**src/rtl/segchk_pkg.sv**
```systemverilog
package segchk_pkg;

    typedef enum logic [1:0] {
        SZ_BYTE  = 2'd0,
        SZ_WORD  = 2'd1,
        SZ_DWORD = 2'd2,
        SZ_WIDE  = 2'd3
    } acc_size_e;

    typedef enum logic {
        ST_IDLE = 1'b0,
        ST_RESP = 1'b1
    } chk_state_e;

    // Number of bytes beyond the first touched by an access.
    function automatic logic [1:0] span_minus_one(input logic [1:0] sz);
        unique case (sz)
            SZ_BYTE: span_minus_one = 2'd0;
            SZ_WORD: span_minus_one = 2'd1;
            default: span_minus_one = 2'd3;
        endcase
    endfunction

endpackage

```
**src/rtl/seg_range_judge.sv**
```systemverilog
module seg_range_judge #(
    parameter int ADDR_W  = 32,
    parameter int IDX_W   = 13,
    parameter int SMALL_W = 16
) (
    input  logic [ADDR_W-1:0] eff_limit,
    input  logic [ADDR_W-1:0] offset,
    input  logic [1:0]        acc_size,
    input  logic              exp_down,
    input  logic              big,
    input  logic              tbl_mode,
    input  logic [IDX_W-1:0]  tbl_index,
    output logic              range_fault
);
    import segchk_pkg::*;

    localparam int EXT_W    = ADDR_W + 1;
    localparam int ENTRY_SH = 3;

    logic [EXT_W-1:0] lim_x;
    logic [EXT_W-1:0] first_x;
    logic [EXT_W-1:0] last_x;
    logic [EXT_W-1:0] top_x;
    logic [EXT_W-1:0] ent_first;
    logic [EXT_W-1:0] ent_last;

    always_comb begin
        lim_x     = {1'b0, eff_limit};
        first_x   = {1'b0, offset};
        last_x    = first_x + EXT_W'(span_minus_one(acc_size));
        top_x     = big ? {1'b0, {ADDR_W{1'b1}}} : EXT_W'({SMALL_W{1'b1}});
        ent_first = EXT_W'({tbl_index, {ENTRY_SH{1'b0}}});
        ent_last  = ent_first + EXT_W'((1 << ENTRY_SH) - 1);
        if (tbl_mode) begin
            range_fault = ent_last > lim_x;
        end else if (exp_down) begin
            range_fault = (first_x <= lim_x) || (last_x > top_x);
        end else begin
            range_fault = last_x > lim_x;
        end
    end

endmodule

```
**config.mk**
```make
export PLATFORM = sky130hd
export DESIGN_NAME = seg_range_judge
export DESIGN_NICKNAME = d
export VERILOG_FILES = /design/src/rtl/segchk_pkg.sv /design/src/rtl/seg_range_judge.sv
export SDC_FILE = /design/constraint.sdc
export NUM_CORES = 1
export LEC_CHECK = 0
export ABC_AREA = 0
export BUFFER_PORTS_ARGS = -buffer_cell sky130_fd_sc_hd__buf_2
export CAP_MARGIN = 20
export CORE_ASPECT_RATIO = 0.75
export CORE_MARGIN = 8
export CORE_UTILIZATION = 56
export DETAILED_ROUTE_END_ITERATION = 8
export GPL_ROUTABILITY_DRIVEN = 0
export PLACE_DENSITY_LB_ADDON = 0.15
export SYNTH_ARGS = -nofsm -noshare
export SYNTH_HDL_FRONTEND = slang
export SYNTH_SLANG_ARGS = --single-unit
```
**constraint.sdc**
```tcl
create_clock -name vclk -period 3.85
set_clock_uncertainty 0.05 [all_clocks]
set_input_delay 0 -clock vclk [all_inputs]
set_output_delay 0 -clock vclk [all_outputs]
set_load 0.03 [all_outputs]
```
After elaboration in Yosys (flattened, before gate mapping) --
Index checks and enable logic that the tools add are counted.
Word-level totals: register bits 0, latch bits 0, bits in writable memories 0, memory bits (read-only) 0, input bits 82, output and inout port bits 1, logic and storage cells 13, memories 0
Cells by class: add/sub/neg operators 2, multipliers 0, divide/modulo/power cells 0, magnitude comparators 4, equal/unequal tests 1, shift operators 0, multiplexer cells 4, bitwise operators 0, reduce and logical (&&, ||, !) cells 2
Operators by type and width (number):
- > comparator 33 x 32 -> 1 bit | 2
- adder 32 x 2 -> 33 bit | 1
- > comparator 17 x 32 -> 1 bit | 1
- less-or-equal comparator 32 bit | 1
- 2-to-1 mux 32 bit | 1
- adder 16 x 3 -> 17 bit (second input constant) | 1
- one-hot mux 2 bit (2 select lines) | 1
- equality test 2 x 1 -> 1 bit (second input constant) | 1
- logical NOT 2 bit | 1
- 2-to-1 mux 1 bit | 2
- logical OR 1 bit | 1

Depth between registers and ports, before layout --
Gate-level depths: netlist of run 1.
word-level depth 7, mapped depth 19, gate-level depth less buffers 18

Worst setup path after synthesis of run 1 --
OpenSTA, ideal clock, no wires.
kind in2out, start input acc_size[1], end output range_fault, arrival time 3.729 ns, data required time 3.800 ns, path slack 0.071 ns, stages on the path 19, buffers on the path 1, path through or2_2 ha_1 inv_1 fa_1 nand4b_2 or3_1 or3_1 buf_6 inv_1 nand3_1 xnor2_1 ha_1 nand3_1 nor3_1 and2_1 o41a_1 o211ai_1 a32o_1 nor2_1
On the way: cells in the longest elaborated chain, start to end 7, elaborated cells between the ends (all ways) 9, those cells by class add/sub (1); order compare (2); eq/ne (1); mux (3); reduce/logical (2)
Ends and longest elaborated chain:
- start, declared | line seg_range_judge.sv:8 | input logic [1:0] acc_size,
- equality test 2 x 1 -> 1 bit or logical NOT 2 bit (tied branches) | line segchk_pkg.sv:17 | unique case (sz)
- one-hot mux 2 bit (2 select lines) * | line segchk_pkg.sv:17
- adder 32 x 2 -> 33 bit * | line seg_range_judge.sv:30 | last_x = first_x + EXT_W'(span_minus_one(acc_size));
- > comparator 33 x 32 -> 1 bit | line seg_range_judge.sv:37 | range_fault = (first_x <= lim_x) || (last_x > top_x);
- logical OR 1 bit | line seg_range_judge.sv:37
- 2-to-1 mux 1 bit * | line seg_range_judge.sv:36 | end else if (exp_down) begin
- 2-to-1 mux 1 bit * | line seg_range_judge.sv:34 | if (tbl_mode) begin
- end, declared | line seg_range_judge.sv:13 | output logic range_fault
Every way passes the cells marked *; elsewhere a longest branch is shown, timed or not.

Final worst setup path of run 1 --
Ends and elaborated chain as after synthesis.

==> results of run 1 <==
cell type report:
cell class                 count  area [sq um]  area share [%]
inverter                      46           173            4.75
multi-input combinational    347          2860            78.6
tap                           75          93.8            2.58
timing repair buffer          93           513            14.1
stage by stage:
| step | setup TNS, ns | utilization, % | power (mW) | setup slack [ns] | hold WS [ns] |
|---|---|---|---|---|---|
| after floorplan | 0 | - | 0.216 | 0.0711 | 0.172 |
| after global placement | -0.00844 | 67.4 | 0.339 | -0.00844 | 0.396 |
| after detailed placement | -0.270 | 67.4 | 0.350 | -0.270 | 0.391 |
| after CTS | 0 | 68.3 | 0.358 | 0.00146 | 0.386 |
| after global routing | -0.0644 | 69.5 | 0.417 | -0.0644 | 0.389 |
| final | 0 | 69.5 | 0.371 | 0.0928 | 0.376 |
worst max path at each step:
stage / start / end / slack (ns) / cells past startpoint
after CTS: acc_size[1] / range_fault / 0.001 / 20
after detailed placement: acc_size[1] / range_fault / -0.27 / 20
final: acc_size[1] / range_fault / 0.09 / 20
after floorplan: acc_size[1] / range_fault / 0.07 / 19
after global routing: acc_size[1] / range_fault / -0.06 / 20
after global placement: acc_size[1] / range_fault / -0.008 / 20
critical path: stages:
cell      delay (ns)
buf_6           0.07
or2_4           0.11
ha_4            0.14
inv_2           0.04
fa_2            0.37
nand4b_4        0.19
or3_4           0.34
or3_4           0.42
inv_2           0.08
nand3_1         0.09
xnor2_1         0.17
ha_1            0.31
nand4_1         0.12
nor3_2          0.20
nand4_1         0.13
nor4bb_1        0.29
and4_1          0.25
o2111a_1        0.20
nor2_2          0.06
buf_6           0.13
per-layer routing:
| layer | vias up | track usage (%) |
|---|---|---|
| met3 | 8 | 1.66 |
| met1 | 1545 | 32.8 |
| met5 | - | 0 |
| met4 | 0 | 1.95 |
| li1 | 1667 | - |
| met2 | 162 | 36.2 |
timing repair:
item | 4_1_cts | 5_1_grt
pin swaps | 6 | 9
cloned | 0 | 0
buffers inserted | 1 | 1
hold buffers | 0 | 0
gates resized for setup | 9 | 13
endpoints found under the setup margin | 1 | 1
placed cells by master (no fill, tap or decap), types with 2 or more instances in the layout:
master / count
nor4b_1: 2
nor4_1: 8
nor2_2: 2
a211o_1: 2
xnor2_1: 19
a21o_1: 16
inv_1: 44
or3_1: 2
nor2_1: 19
nand3_1: 20
buf_4: 9
o21ai_0: 12
a221oi_1: 3
a211oi_1: 7
nor2_4: 2
buf_2: 80
a21oi_1: 24
nand2_1: 25
buf_6: 4
nand4_1: 25
nor2b_1: 2
o21bai_1: 3
o211ai_1: 4
ha_1: 94
and3_1: 2
nor3_1: 6
inv_2: 2
o2111a_1: 2
and4_1: 5
or3_4: 2
xor2_1: 10
and2_1: 2
cells in the mapped netlist (all sizes together), types with 4 or more instances:
| library cell | n | area, sq um |
|---|---|---|
| a211oi | 7 | 52.6 |
| a21o | 16 | 120 |
| a21oi | 24 | 120 |
| and4 | 5 | 43.8 |
| ha | 95 | 1190 |
| inv | 46 | 173 |
| nand2 | 25 | 93.8 |
| nand3 | 21 | 110 |
| nand4 | 25 | 156 |
| nor2 | 23 | 86.3 |
| nor3 | 7 | 35.0 |
| nor4 | 9 | 62.6 |
| o211ai | 4 | 30.0 |
| o21ai | 12 | 60.1 |
| or3 | 4 | 25.0 |
| xnor2 | 20 | 175 |
| xor2 | 10 | 87.6 |
cell families after synthesis:
family	count (synthesis)	synth area share [%]
multiplexers	1	0.336
AND/OR/NAND/NOR	136	24.8
XOR/XNOR	30	8.81
buffers and inverters	49	6.46
AO/OA/AOI/OAI	84	19.0
adder cells (fa/ha/maj)	96	40.5
power by group through the flow:
stage                     Combinational, mW  Sequential, mW  Clock [mW]
final                                 0.371               0           0
after global routing                  0.417               0           0
after CTS                             0.358               0           0
after detailed placement              0.350               0           0
after global placement                0.339               0           0
after floorplan                       0.216               0           0
==> results.sh, run 1 <==
export IMPL_start_util_pct=57.0
export IMPL_synth_area_per_cell_sq_um=7.53
export IMPL_drv_slew=0
export IMPL_tightest_slew_ns=0.584
export IMPL_die_area_sq_um=7940
export IMPL_grt_pass1_vias=3177
export IMPL_syn_area_sq_um=2980
export IMPL_fin_crit_sh_pct=97.6
export IMPL_ant_nets=0
export IMPL_seq_area_sq_um=0
export IMPL_synthCells=396
export IMPL_drt_initial_drc_count=224
export IMPL_holdPathEnd="range_fault"
export IMPL_fmax_ghz=0.266
export IMPL_seq_cells=0
export IMPL_dr_pass1_iters=5
export IMPL_drv_cap=0
export IMPL_status="complete, no violations"
export IMPL_maxSlewHeadroom_pct=61.0
export IMPL_die_height_microns=79.2
export IMPL_p_sw_share_pct=55.5
export IMPL_clockBufferCount=0
export IMPL_io_buffers=83
export IMPL_grt_antenna_before_repair=0
export IMPL_worstPathMaxFanout=4
export IMPL_seqPwrFrac_pct=0
export IMPL_dieWidth_microns=100
export IMPL_startpoint_type="input pin"
export IMPL_total_leakage_power_nw=1.92
export IMPL_hold_class="in -> out"
export IMPL_ir_drop_v=0.0000529
export IMPL_postLayoutCellArea_sq_um=3640
export IMPL_switchingPower_uw=206
export IMPL_drive_gt1_share_pct=22.6
export IMPL_met2_length_mm=4.09
export IMPL_finalSetupViolCount=0
export IMPL_p_per_area_nw_per_um2=102
export IMPL_hold_viol_final=0
export IMPL_min_path_cells=4
export IMPL_area_growth_pct=22.0
export IMPL_postPlaceCellArea_sq_um=3530
export IMPL_grt_use_total_pct=22.5
export IMPL_seq_area_frac_synth_pct=0
export IMPL_dp_cells=559
export IMPL_power_frac_comb_pct=100.0
export IMPL_clockPowerShare_pct=0
export IMPL_intPower_uw=165
export IMPL_rows=23
export IMPL_overflow=0
export IMPL_end_kind="output port"
export IMPL_dr_max_layer_used="met4"
export IMPL_wl_met1_mm=4.33
export IMPL_final_nets=666
export IMPL_required_ns=3.80
export IMPL_final_cells=561
export IMPL_wirelength_mm=9.41
export IMPL_ios=83
export IMPL_met3_length_microns=910
export IMPL_period_minus_slack_ns=3.76
export IMPL_crit_type="in -> out"
export IMPL_routedWlPerCell_microns=16.8
export IMPL_syn_num_nets=574
export IMPL_hpwl_mm=8.32
export IMPL_antennaDiodeCount=0
export IMPL_grt_max_degree=17
export IMPL_synth_cell_types=51
export IMPL_grt_setup_unrepaired="yes"
export IMPL_via_per_inst=6.03
export IMPL_critPathArrivalTime_ns=3.71
export IMPL_drc=0
export IMPL_vias=3382
export IMPL_coreArea_sq_um=5240
export IMPL_yosys_warnings=0
export IMPL_fillers=471
export IMPL_hp_start="tbl_mode"
export IMPL_grt_first_pass_wirelength_mm=15.0
Note: power is estimated with default switching activity, not from simulation.
==> inputs of run 2 (changes only) <==
PLACE_DENSITY = 0.94   (was default)
PLACE_DENSITY_LB_ADDON = default   (was 0.15)
==> results.sh, run 2 (synthesized netlist as in run 1, its figures left out) <==
export IMPL_status="complete, no violations"
export IMPL_hpwl_mm=8.77
export IMPL_postCtsHoldBufs=0
export IMPL_required_ns=3.80
export IMPL_coreArea_sq_um=5240
export IMPL_drc=0
export IMPL_total_leakage_power_nw=1.93
export IMPL_fin_ws_ns=0.0401
export IMPL_start_util_pct=57.0
export IMPL_grt_first_pass_wirelength_mm=15.9
export IMPL_end_kind="output port"
export IMPL_grt_use_total_pct=23.7
export IMPL_crit_type="in -> out"
export IMPL_rows=23
export IMPL_fmax_ghz=0.262
export IMPL_seq_cells=0
export IMPL_grt_setup_unrepaired="yes"
export IMPL_p_per_area_nw_per_um2=104
export IMPL_hold_class="in -> out"
export IMPL_layout_common_cells="ha_1 (94), buf_2 (81), inv_1 (44)"
export IMPL_whs_ns=0.399
export IMPL_ios=83
export IMPL_tightest_slew_ns=0.598
export IMPL_ant_nets=0
export IMPL_drv_cap=0
export IMPL_layout_commonest_cell="ha_1"
export IMPL_hold_viol_final=0
export IMPL_clockBufferCount=0
export IMPL_fin_crit_sh_pct=99.0
export IMPL_vias=3616
export IMPL_maxSlewHeadroom_pct=60.1
export IMPL_die_area_sq_um=7940
export IMPL_drv_slew=0
export IMPL_fillers=423
export IMPL_wirelength_mm=10.2
export IMPL_overflow=0
export IMPL_final_nets=669
export IMPL_grt_pass1_vias=3546
export IMPL_dieWidth_microns=100
export IMPL_worstPathMaxFanout=4
export IMPL_startpoint_type="input pin"
export IMPL_grt_max_degree=17
export IMPL_via_per_inst=6.41
export IMPL_critPathArrivalTime_ns=3.76
export IMPL_drive_gt1_share_pct=23.5
export IMPL_routedWlPerCell_microns=18.0
export IMPL_drt_initial_drc_count=293
export IMPL_finalSetupViolCount=0
export IMPL_grt_antenna_before_repair=0
export IMPL_die_height_microns=79.2
export IMPL_dp_slack_ns=-0.165
export IMPL_dr_pass1_iters=5
export IMPL_seq_area_sq_um=0
export IMPL_period_minus_slack_ns=3.81
export IMPL_io_buffers=83
export IMPL_antennaDiodeCount=0
export IMPL_area_growth_pct=22.5
export IMPL_ir_drop_v=0.0000544
## run 2: layout make-up
| type | count | area, sq um | area share [%] |
|---|---|---|---|
| timing repair buffer | 96 | 526 | 14.4 |
| tap | 75 | 93.8 | 2.57 |
| inverter | 46 | 173 | 4.72 |
| multi-input combinational | 347 | 2860 | 78.3 |
## run 2: final timing paths
check                   start          end  slack (ns)  cells past startpoint
setup / recovery  acc_size[0]  range_fault        0.04                     21
hold / removal       tbl_mode  range_fault        0.40                      4
## run 2: power breakdown
group	total, mW	switching [mW]	leakage [nW]	internal, mW
clock	0	0	0	0
combinational	0.380	0.214	1.93	0.166
sequential	0	0	0	0
## run 2: per-layer routing
layer	vias to the layer above	track usage, %	wire length (microns)
li1	1681	-	-
met1	1642	28.6	4030
met2	249	41.1	4610
met3	44	5.33	1140
met4	0	7.07	390
met5	-	0	0
## run 2: through the flow
step                instance area, sq um  total power [mW]  std cells  util, %  setup TNS [ns]
global placement                    3530             0.332        559     67.4               0
CTS                                 3550             0.356        559     67.7               0
global route                        3650             0.421        564     69.8          -0.107
detailed placement                  3530             0.352        559     67.4          -0.165
finish                              3650             0.380        564     69.8               0
floorplan                           2980             0.216        396        -               0
## run 2: critical path, stage by stage
cell	delay [ns]
buf_2	0.07
or2_4	0.11
ha_4	0.13
inv_2	0.04
fa_2	0.35
nand4b_4	0.18
or3_4	0.34
or3_4	0.41
inv_2	0.08
nand3_2	0.09
xnor2_2	0.17
buf_4	0.15
ha_1	0.26
nand3_1	0.16
nor3_2	0.24
and2_1	0.19
o41a_1	0.17
o211ai_1	0.10
a32o_1	0.25
nor2_2	0.13
buf_6	0.15
## run 2: what timing repair did
| action | in CTS | in global routing |
|---|---|---|
| resized for setup | 4 | 16 |
| setup endpoints to repair | 1 | 1 |
| setup buffers | 0 | 5 |
| pin swaps | 1 | 13 |
==> inputs of run 3 (changes only) <==
CORE_UTILIZATION = 55   (was 56)
PLACE_DENSITY = default   (was 0.94)
PLACE_DENSITY_LB_ADDON = 0.12   (was default)
==> results.sh, run 3 (synthesized netlist as in run 1, its figures left out) <==
export IMPL_die_height_microns=79.8
export IMPL_hpwl_mm=8.27
export IMPL_vias=3283
export IMPL_period_minus_slack_ns=3.81
export IMPL_wirelength_mm=9.32
export IMPL_ir_drop_v=0.0000494
export IMPL_dieWidth_microns=101
export IMPL_tightest_slew_ns=0.578
export IMPL_clockBufferCount=0
export IMPL_final_util_pct=67.7
export IMPL_seq_area_sq_um=0
export IMPL_critPathArrivalTime_ns=3.76
export IMPL_grt_use_total_pct=22.8
export IMPL_io_buffers=83
export IMPL_seq_cells=0
export IMPL_overflow=0
export IMPL_required_ns=3.80
export IMPL_postCtsHoldBufs=0
export IMPL_status="complete, no violations"
export IMPL_via_per_inst=5.87
export IMPL_crit_path_end="range_fault"
export IMPL_total_leakage_power_nw=1.90
export IMPL_fin_ws_ns=0.0407
export IMPL_path_cells="buf_2 -> or2_2 -> ha_2 -> inv_1 -> fa_2 -> nand4b_4 -> or3_4 -> or3_4 -> buf_4 -> xnor2_1 -> ha_1 -> nand4_1 -> nor3_2 -> nand4_1 -> nor4bb_1 -> and4_1 -> o2111a_1 -> nor2_1 -> buf_4"
export IMPL_fin_crit_sh_pct=98.9
export IMPL_drv_cap=0
export IMPL_drt_initial_drc_count=168
export IMPL_drv_slew=0
export IMPL_worstPathMaxFanout=4
export IMPL_start_util_pct=56.3
export IMPL_layout_commonest_cell="ha_1"
export IMPL_critical_path_max_stage_delay_ns=0.41
export IMPL_cp_slowest_cell="or3_4"
export IMPL_cpLargestDelayFamily="simple AND/OR/NAND/NOR gates"
export IMPL_worst_path_stages=19
export IMPL_p_per_area_nw_per_um2=102
export IMPL_dp_slack_ns=-0.144
export IMPL_maxSlewHeadroom_pct=61.4
export IMPL_dp_cells=559
export IMPL_coreArea_sq_um=5300
export IMPL_ios=83
export IMPL_hold_class="in -> out"
export IMPL_grt_first_pass_wirelength_mm=15.4
export IMPL_antennaDiodeCount=0
export IMPL_grt_max_degree=17
export IMPL_grt_pass1_vias=3304
export IMPL_layout_common_cells="ha_1 (94), buf_2 (82), inv_1 (45)"
export IMPL_area_growth_pct=20.2
export IMPL_startpoint="acc_size[1]"
export IMPL_final_cells=559
export IMPL_grt_antenna_before_repair=0
export IMPL_cp_num_buf_inv=4
export IMPL_ant_nets=0
export IMPL_startpoint_type="input pin"
export IMPL_grt_setup_unrepaired="yes"
export IMPL_dr_pass1_iters=4
export IMPL_finalSetupViolCount=0
export IMPL_drc=0
export IMPL_rows=23
export IMPL_routedWlPerCell_microns=16.7
export IMPL_final_nets=664
export IMPL_drive_gt1_share_pct=21.9
export IMPL_crit_type="in -> out"
export IMPL_die_area_sq_um=8060
export IMPL_end_kind="output port"
export IMPL_hold_viol_final=0
export IMPL_fmax_ghz=0.263
-- run 3: worst min path at each step --
stage / cells past startpoint / from / slack (ns) / endpoint
2_1_floorplan: 2 / tbl_mode / 0.17 / range_fault
3_3_place_gp: 4 / tbl_mode / 0.39 / range_fault
3_5_place_dp: 4 / tbl_mode / 0.40 / range_fault
4_1_cts: 4 / tbl_mode / 0.39 / range_fault
5_1_grt: 4 / tbl_mode / 0.42 / range_fault
6_report: 4 / tbl_mode / 0.39 / range_fault
-- run 3: metrics by stage --
step / TNS (ns) / cell area (sq um) / hold WS, ns / total power, mW
3_3_place_gp: -0.00496 / 3530 / 0.394 / 0.340
3_5_place_dp: -0.144 / 3530 / 0.398 / 0.349
6_report: 0 / 3580 / 0.393 / 0.364
2_1_floorplan: 0 / 2980 / 0.172 / 0.216
4_1_cts: 0 / 3570 / 0.393 / 0.355
5_1_grt: -0.147 / 3580 / 0.420 / 0.412
-- run 3: layout make-up --
| class | count | area [sq um] |
|---|---|---|
| multi-input cells | 347 | 2840 |
| fillers | 496 | 1710 |
| repair buffers | 91 | 478 |
| inverters | 46 | 173 |
| well taps | 75 | 93.8 |
-- run 3: where the power goes --
group	internal, mW	total [mW]	switching (mW)
Sequential	0	0	0
Combinational	0.159	0.364	0.205
Clock	0	0	0
-- run 3: timing repair --
item,4_1_cts,5_1_grt
pin swaps,5,9
gates resized for setup,9,4
endpoints found under the setup margin,1,1
buffers inserted,0,0
-- run 3: layer usage --
metal,global-route usage [%],vias up,share of wire (%)
met4,4.15,0,1.4
met2,36.3,117,43
met3,2.44,12,6.3
met1,32.3,1484,49
li1,-,1670,-
met5,0,-,0
